[src/rtl/csd_fir_pkg.sv]
package csd_fir_pkg;
  localparam int SHIFT_W = 4;

  typedef struct packed {
    logic              split;
    logic              neg;
    logic [SHIFT_W-1:0] shift;
  } sliceCfg_t;

  typedef struct packed {
    logic clearLine;
    logic cfgLoad;
  } firStrobes_t;
endpackage

[src/rtl/csd_fir_ctrl.sv]
module csd_fir_ctrl
  import csd_fir_pkg::*;
(
  input  logic        rst,
  input  logic        cfgWrite,
  output firStrobes_t strobes
);
  // Reset clears only sample history; configuration writes pass at any time.
  always_comb begin
    strobes.clearLine = rst;
    strobes.cfgLoad   = cfgWrite;
  end
endmodule

[src/rtl/csd_fir_datapath.sv]
module csd_fir_datapath
  import csd_fir_pkg::*;
#(
  parameter int NUM_SLICES = 16,
  parameter int DATA_W     = 16,
  parameter int FRAC_W     = 15,
  localparam int ADDR_W    = $clog2(NUM_SLICES),
  localparam int CNT_W     = $clog2(NUM_SLICES) + 1
) (
  input  logic                  clk,
  input  firStrobes_t           strobes,
  input  logic [ADDR_W-1:0]     cfgAddr,
  input  sliceCfg_t             cfgField,
  input  logic [DATA_W-1:0]     sampleIn,
  output logic [DATA_W-1:0]     resultOut,
  output logic [NUM_SLICES-1:0] wrSel,
  output logic [CNT_W-1:0]      tapCount
);
  localparam int PRE_W = DATA_W + 1;
  localparam int MAX_SH = (1 << SHIFT_W) - 1;
  localparam int ACC_W = PRE_W + MAX_SH + $clog2(NUM_SLICES) + 1;
  localparam logic signed [ACC_W-1:0] HALF   = ACC_W'(1) <<< (FRAC_W - 1);
  localparam logic signed [ACC_W-1:0] SAT_HI = ACC_W'((1 << (DATA_W - 1)) - 1);
  localparam logic signed [ACC_W-1:0] SAT_LO = -SAT_HI - ACC_W'(1);

  logic [SHIFT_W-1:0]       shiftArr [NUM_SLICES];
  logic [NUM_SLICES-1:0]    negVec;
  logic [NUM_SLICES-1:0]    splitVec;
  logic signed [DATA_W-1:0] fwd [NUM_SLICES];
  logic signed [DATA_W-1:0] bwd [NUM_SLICES];
  logic signed [DATA_W-1:0] turnReg;
  logic signed [ACC_W-1:0]  acc;
  logic signed [ACC_W-1:0]  rounded;
  logic signed [ACC_W-1:0]  clamped;
  logic [DATA_W-1:0]        resultReg;

  // Configuration store, one entry per digit slice.
  always_ff @(posedge clk) begin
    for (int i = 0; i < NUM_SLICES; i++) begin
      if (wrSel[i]) begin
        shiftArr[i] <= cfgField.shift;
        negVec[i]   <= cfgField.neg;
        splitVec[i] <= cfgField.split;
      end
    end
  end

  // Forward and backward sample paths with a switchable unit delay per slice.
  for (genvar i = 0; i < NUM_SLICES; i++) begin : g_slice
    assign wrSel[i] = strobes.cfgLoad && (cfgAddr == ADDR_W'(i));
    logic signed [DATA_W-1:0] fReg;
    if (i == 0) begin : g_head
      always_ff @(posedge clk) begin
        if (strobes.clearLine) fReg <= '0;
        else                   fReg <= $signed(sampleIn);
      end
      assign fwd[0] = splitVec[0] ? fReg : $signed(sampleIn);
    end else begin : g_body
      logic signed [DATA_W-1:0] bReg;
      always_ff @(posedge clk) begin
        if (strobes.clearLine) begin
          fReg <= '0;
          bReg <= '0;
        end else begin
          fReg <= fwd[i-1];
          bReg <= bwd[i];
        end
      end
      assign fwd[i]   = splitVec[i] ? fReg : fwd[i-1];
      assign bwd[i-1] = splitVec[i] ? bReg : bwd[i];
    end
  end

  // Turn-around delay joining the two paths at the far end.
  always_ff @(posedge clk) begin
    if (strobes.clearLine) turnReg <= '0;
    else                   turnReg <= fwd[NUM_SLICES-1];
  end
  assign bwd[NUM_SLICES-1] = turnReg;

  // Pre-add, shift and signed accumulation over the whole pool.
  always_comb begin
    acc = '0;
    for (int i = 0; i < NUM_SLICES; i++) begin : sum_loop
      logic signed [PRE_W-1:0] pre;
      logic signed [ACC_W-1:0] term;
      pre  = {fwd[i][DATA_W-1], fwd[i]} + {bwd[i][DATA_W-1], bwd[i]};
      term = {{(ACC_W-PRE_W){pre[PRE_W-1]}}, pre} <<< shiftArr[i];
      acc  = negVec[i] ? (acc - term) : (acc + term);
    end
    rounded = (acc + HALF) >>> FRAC_W;
    if (rounded > SAT_HI)      clamped = SAT_HI;
    else if (rounded < SAT_LO) clamped = SAT_LO;
    else                       clamped = rounded;
  end

  always_ff @(posedge clk) begin
    if (strobes.clearLine) resultReg <= '0;
    else                   resultReg <= clamped[DATA_W-1:0];
  end
  assign resultOut = resultReg;

  always_comb begin
    tapCount = CNT_W'(1);
    for (int i = 1; i < NUM_SLICES; i++) tapCount = tapCount + CNT_W'(splitVec[i]);
  end
endmodule

[src/rtl/csd_fir.sv]
module csd_fir
  import csd_fir_pkg::*;
#(
  parameter int NUM_SLICES = 16,
  parameter int DATA_W     = 16,
  parameter int FRAC_W     = 15,
  localparam int ADDR_W    = $clog2(NUM_SLICES),
  localparam int CNT_W     = $clog2(NUM_SLICES) + 1
) (
  input  logic               clk,
  input  logic               rst,
  input  logic [DATA_W-1:0]  sampleIn,
  input  logic               cfgWrite,
  input  logic [ADDR_W-1:0]  cfgAddr,
  input  logic [SHIFT_W-1:0] cfgShift,
  input  logic               cfgNeg,
  input  logic               cfgSplit,
  output logic [DATA_W-1:0]  resultOut
);
  firStrobes_t           strobes;
  sliceCfg_t             cfgField;
  logic [NUM_SLICES-1:0] wrSel;
  logic [CNT_W-1:0]      tapCount;

  assign cfgField = '{split: cfgSplit, neg: cfgNeg, shift: cfgShift};

  csd_fir_ctrl u_ctrl (
    .rst      (rst),
    .cfgWrite (cfgWrite),
    .strobes  (strobes)
  );

  csd_fir_datapath #(
    .NUM_SLICES (NUM_SLICES),
    .DATA_W     (DATA_W),
    .FRAC_W     (FRAC_W)
  ) u_dp (
    .clk       (clk),
    .strobes   (strobes),
    .cfgAddr   (cfgAddr),
    .cfgField  (cfgField),
    .sampleIn  (sampleIn),
    .resultOut (resultOut),
    .wrSel     (wrSel),
    .tapCount  (tapCount)
  );
endmodule

[config.mk]
export PLATFORM = sky130hd
export DESIGN_NAME = csd_fir
export DESIGN_NICKNAME = d
export VERILOG_FILES = /design/src/rtl/csd_fir_pkg.sv /design/src/rtl/csd_fir_ctrl.sv /design/src/rtl/csd_fir_datapath.sv /design/src/rtl/csd_fir.sv
export SDC_FILE = /design/constraint.sdc
export NUM_CORES = 2
export LEC_CHECK = 0
export BUFFER_PORTS_ARGS = -buffer_cell sky130_fd_sc_hd__buf_2
export CAP_MARGIN = 20
export CORE_MARGIN = 3
export CORE_UTILIZATION = 40
export CTS_CLUSTER_SIZE = 25
export DETAILED_ROUTE_END_ITERATION = 8
export HOLD_SLACK_MARGIN = 0.06
export PLACE_DENSITY_LB_ADDON = 0.08
export SYNTH_ARGS = -nofsm -noshare
export SYNTH_HDL_FRONTEND = slang
export SYNTH_HIERARCHICAL = 1
export SYNTH_SLANG_ARGS = --single-unit
[constraint.sdc]
create_clock -name clk -period 53.7 [get_ports clk]
set_input_delay 8.055 -clock clk [delete_from_list [all_inputs] [get_ports clk]]
set_output_delay 8.055 -clock clk [all_outputs]
set_load 0.01 [all_outputs]
# After elaboration in Yosys (flattened, before gate mapping)
# Memories as Yosys holds them, arrays and structs flattened.
# Index checks and enable logic that the tools add are counted.
[classes] shift=16 eq_ne=15 order_cmp=2 n_reduce_logical=33 addsub=48 muxes=126
[ops] cell="$mux 37" n=16
[ops] cell="$sshl 37x4->37" n=16
[ops] cell="$add 37x37->37" n=15
[ops] cell="$sub 37x37->37" n=15
[ops] cell="$mux 16" n=32
[ops] cell="$add 16x16->17" n=16
[ops] cell="$mux 4" n=30
[ops] cell="$reduce_or 4->1" n=15
[ops] cell="$mux 1" n=47
[ops] cell="$add 37x16->37 const B" n=1
[ops] cell="$sub 1x37->37 const A" n=1
[ops] cell="$eq 4x4->1 const B" n=8
[ops] cell="$gt 22x16->1 const B" n=1
[ops] cell="$lt 22x16->1 const B" n=1
[ops] cell="$eq 4x3->1 const B" n=4
[ops] cell="$logic_and 1x1->1" n=16
[ops] cell="$mux 15" n=1
[ops] cell="$eq 4x2->1 const B" n=2
[ops] cell="$eq 4x1->1 const B" n=1
[ops] cell="$logic_not 4->1" n=1
[ops] cell="$reduce_or 2->1" n=1
[totals] register_bits=560 out_inout_bits=16 memories=1 in_bits=29 ramBits=64 word_cells=307
[memory_table] name="u_dp.shiftArr" depth=16 width=4 read_ports=16 rd_clocked_by_memory_dff=0 wr=1 line="csd_fir_datapath.sv:26" source="logic [SHIFT_W-1:0] shiftArr [NUM_SLICES];"

# Longest topological paths before layout
[logic_depth] word_depth=53 mapped_depth=139 mapped_depth_nobuf=136

# Hierarchy
# The synthesis kept the hierarchy.
[modules_own_cells] module="csd_fir_datapath" area_per_inst_um2=93724.9 cells_per_inst=13095 seq_area_each_um2=13452.9 instances=1
[modules_own_cells] module="csd_fir_ctrl" area_per_inst_um2=15.0 cells_per_inst=2 seq_area_each_um2=0.0 instances=1

# Worst setup path after synthesis
# OpenSTA, ideal clock, no wires.
[synth_timing] kind="input to register" start="in sampleIn[0]" end="reg u_dp.resultReg[10] (netlist: u_dp/resultOut[10])" setup_ps=116 path_slack_ps=23670 cell_stages=118 path_buffers=3 arrival_time_ps=29913 path_cell_list="mux2_2 > mux2i_1 > inv_1 > ha_1 > fa_1 > a21o_1 > a21o_1 > a2111o_1 > a21oi_1 > xor2_1 > mux2_2 > a21boi_0 > mux2i_1 > o21ai_0 > nor3_1 > and2_1 > clkbuf_1 > nor2_1 > [82 not listed] > ha_1 > clkbuf_1 > nand3_1 > a211oi_1 > o31a_1 > o21a_1 > nor2_1 > xnor3_1 > xor3_1 > xnor3_1 > xor2_1 > xnor3_1 > xnor2_1 > xnor2_1 > xnor3_2 > o21bai_2 > buf_6 > o21ai_2"
[synth_lines] item="start, declared" line="csd_fir.sv:12" source="input logic [DATA_W-1:0] sampleIn,"
[synth_lines] item="end signal, assigned" line="csd_fir_datapath.sv:99" source="else resultReg <= clamped[DATA_W-1:0];"
[synth_lines] item="end, declared" line="csd_fir_datapath.sv:35" source="logic [DATA_W-1:0] resultReg;"

==> summary.md <==
| Metric | Value |
|---|---|
| Status | `finished clean` |
| Clk_skew | `0.0284 ns` |
| Clock Root Buffer | `clkbuf_16` |
| Avg Cell Area, Syn | `7.15 um2` |
| Max cap viols | `0` |
| CTS Sinks | `624` |
| Die area | `0.239 mm2` |
| Core area | `0.231 mm2` |
| Initial drt markers | `9590` |
| Reg clk slew, reported paths | `about 0.060 ns` |
| Routed WL per cell | `22.4 um` |
| Net count after synthesis | `13.9k` |
| Worst path most repeated cell | `ha_1` |
| H-tree lvl count | `3` |
| CP max FO | `15` |
| Final Setup Violations | `0` |
| Final Hold Fails | `0` |
| Detailed Routing Iterations Pass 1 | `6` |
| Worst endpoint required time | `54.23 ns` |
| Grt ovf | `0` |
| Hold crit path type | `flip-flop to flip-flop` |
| Largest net degree at the start of global routing | `200` |
| Post-route ant nets | `0` |
| Crit path time final | `33.85 ns` |
| Post-synthesis cell area | `0.0934 mm2` |
| Worst setup SP type | `primary input` |
| GPL Wtd Cong | `0.959` |
| CP max-delay cell | `o21bai_2` |
| Critical path capture point type | `flip-flop` |
| Yosys warns | `6` |
| Std cell rows | `roughly 180` |
| Tcrit/Tclk final | `63.0%` |
| Layout Nets | `between 10k and 15k` |
| Vias per std cell | `6.05` |
| Critical path class | `primary input to flip-flop` |
| Delay-heaviest family, CP | `compound AO/OA/AOI/OAI gates` |
| TritonCTS clock tree | `done` |
| Vias in the first global route | `86.9k` |
| Routed WL | `around 350000 um` |
| Slew @ Worst Pin | `approximately 1.2 ns` |
| Worst EP arrival | `34.38 ns` |
| Slew margin rel. | `17.1%` |
| Die H | `489 um` |
| Clk_lat worst skew | `~0.69 ns` |
| WP buf/inv | `2` |
| Share of layout cells above drive strength 1 | `5.54%` |
| DRC Markers | `0` |
| TritonCTS Buffers | `80` |
| Initial Utilization | `40.4%` |
| # Post-CTS Setup Buffers | `0` |
| Number of antenna violations at the first check in global routing | `12` |
| Syn Inst Count | `13.1k` |
| Max incr delay on CP | `0.71 ns` |
| Setup TNS | `0 ns` |
| Port Buffer Count | `44` |
| Post-DP HPWL | `287000 um` |
| RSZ-0062 raised after global routing | `false` |
| Max Root-Sink Buffers | `3` |
| CTS Hold Bufs | `0` |
| Area growth syn-to-layout | `6.03%` |
| First-pass GRT wire length | `535000 um` |
| Post-CTS sizing | `0` |
| I/O pin total | `45` |
| Die W | `489 um` |
| Total track usage | `28.3%` |
| Max Transition Viols Final | `0` |
| Max frequency | `29.5 MHz` |
| Via count | `95.8k` |
metal layers:
| layer | wire length [um] | share of wire [%] | GRT usage (%) |
|---|---|---|---|
| met4 | 8780 | 2.5 | 6.94 |
| met3 | 22200 | 6.3 | 2.56 |
| met1 | 171000 | 48 | 42.0 |
| met2 | 153000 | 43 | 43.8 |
| met5 | 0 | 0 | 0 |
layout by cell type (no fill, tap or decap), types with 73 or more instances in the layout:
master and n:
o211ai_1 136, clkbuf_16 89, and2_1 120, nor2_1 1515
a211oi_1 177, o22ai_1 73, a21o_1 240, a31oi_1 216
xnor2_1 621, a21boi_0 131, edfxtp_1 96, o21ai_0 970
nand2b_1 138, o21a_1 163, ha_1 812, nand4_1 75
inv_1 629, xor2_1 377, and3_1 163, or2_2 79
nor3_1 297, a21oi_1 923, buf_4 151, or3_1 81
nor2b_1 462, mux2_2 122, mux2i_1 416, dfxtp_1 528
nand2_1 1218, o31ai_1 85, nand3_1 276
worst paths after layout:
check,from,to,slack (ns),cells past startpoint
max,sampleIn[0],u_dp/resultOut[1],19.85,114
min,u_dp/turnReg[10],u_dp/g_slice[15].g_body.bReg[10],0.48,1
max reg2reg,u_dp/splitVec[15],u_dp/resultOut[1],20.72,126
min reg2reg,u_dp/turnReg[10],u_dp/g_slice[15].g_body.bReg[10],0.48,1
layout make-up:
cell class	instances	area, um2
Antenna cell	10	25.0
Inverter	658	2470
Fill cell	23900	132000
Tap cell	3026	3790
Timing Repair Buffer	204	1480
Multi-Input combinational cell	11200	75200
Clock buffer	109	2330
Sequential cell	624	13500
Clock inverter	32	292
state kept, by name, indices dropped and copies added, names as in the netlist:
register,flops
u_dp/shiftArr,64
u_dp/splitVec,16
u_dp/resultOut,16
u_dp/g_slice.g_body.bReg,240
u_dp/negVec,16
u_dp/g_slice.fReg,256
u_dp/turnReg,16
per-stage QoR:
stage / std cells / util, % / worst slack (ns) / hold WS, ns / cell area [um2]
6_report: 15800 / 42.9 / 19.85 / 0.482 / 99000
5_1_grt: 15800 / 42.9 / 17.66 / 0.502 / 99000
3_5_place_dp: 15700 / 41.7 / 19.24 / 0.479 / 96300
3_3_place_gp: 15700 / 41.7 / 19.50 / 0.472 / 96300
4_1_cts: 15800 / 42.8 / 19.93 / 0.488 / 98900
2_1_floorplan: 13100 / - / 23.67 / 0.460 / 93400
Power is not shown: default switching activity piles up to over one toggle a cycle in this logic, so the estimate is an artifact.
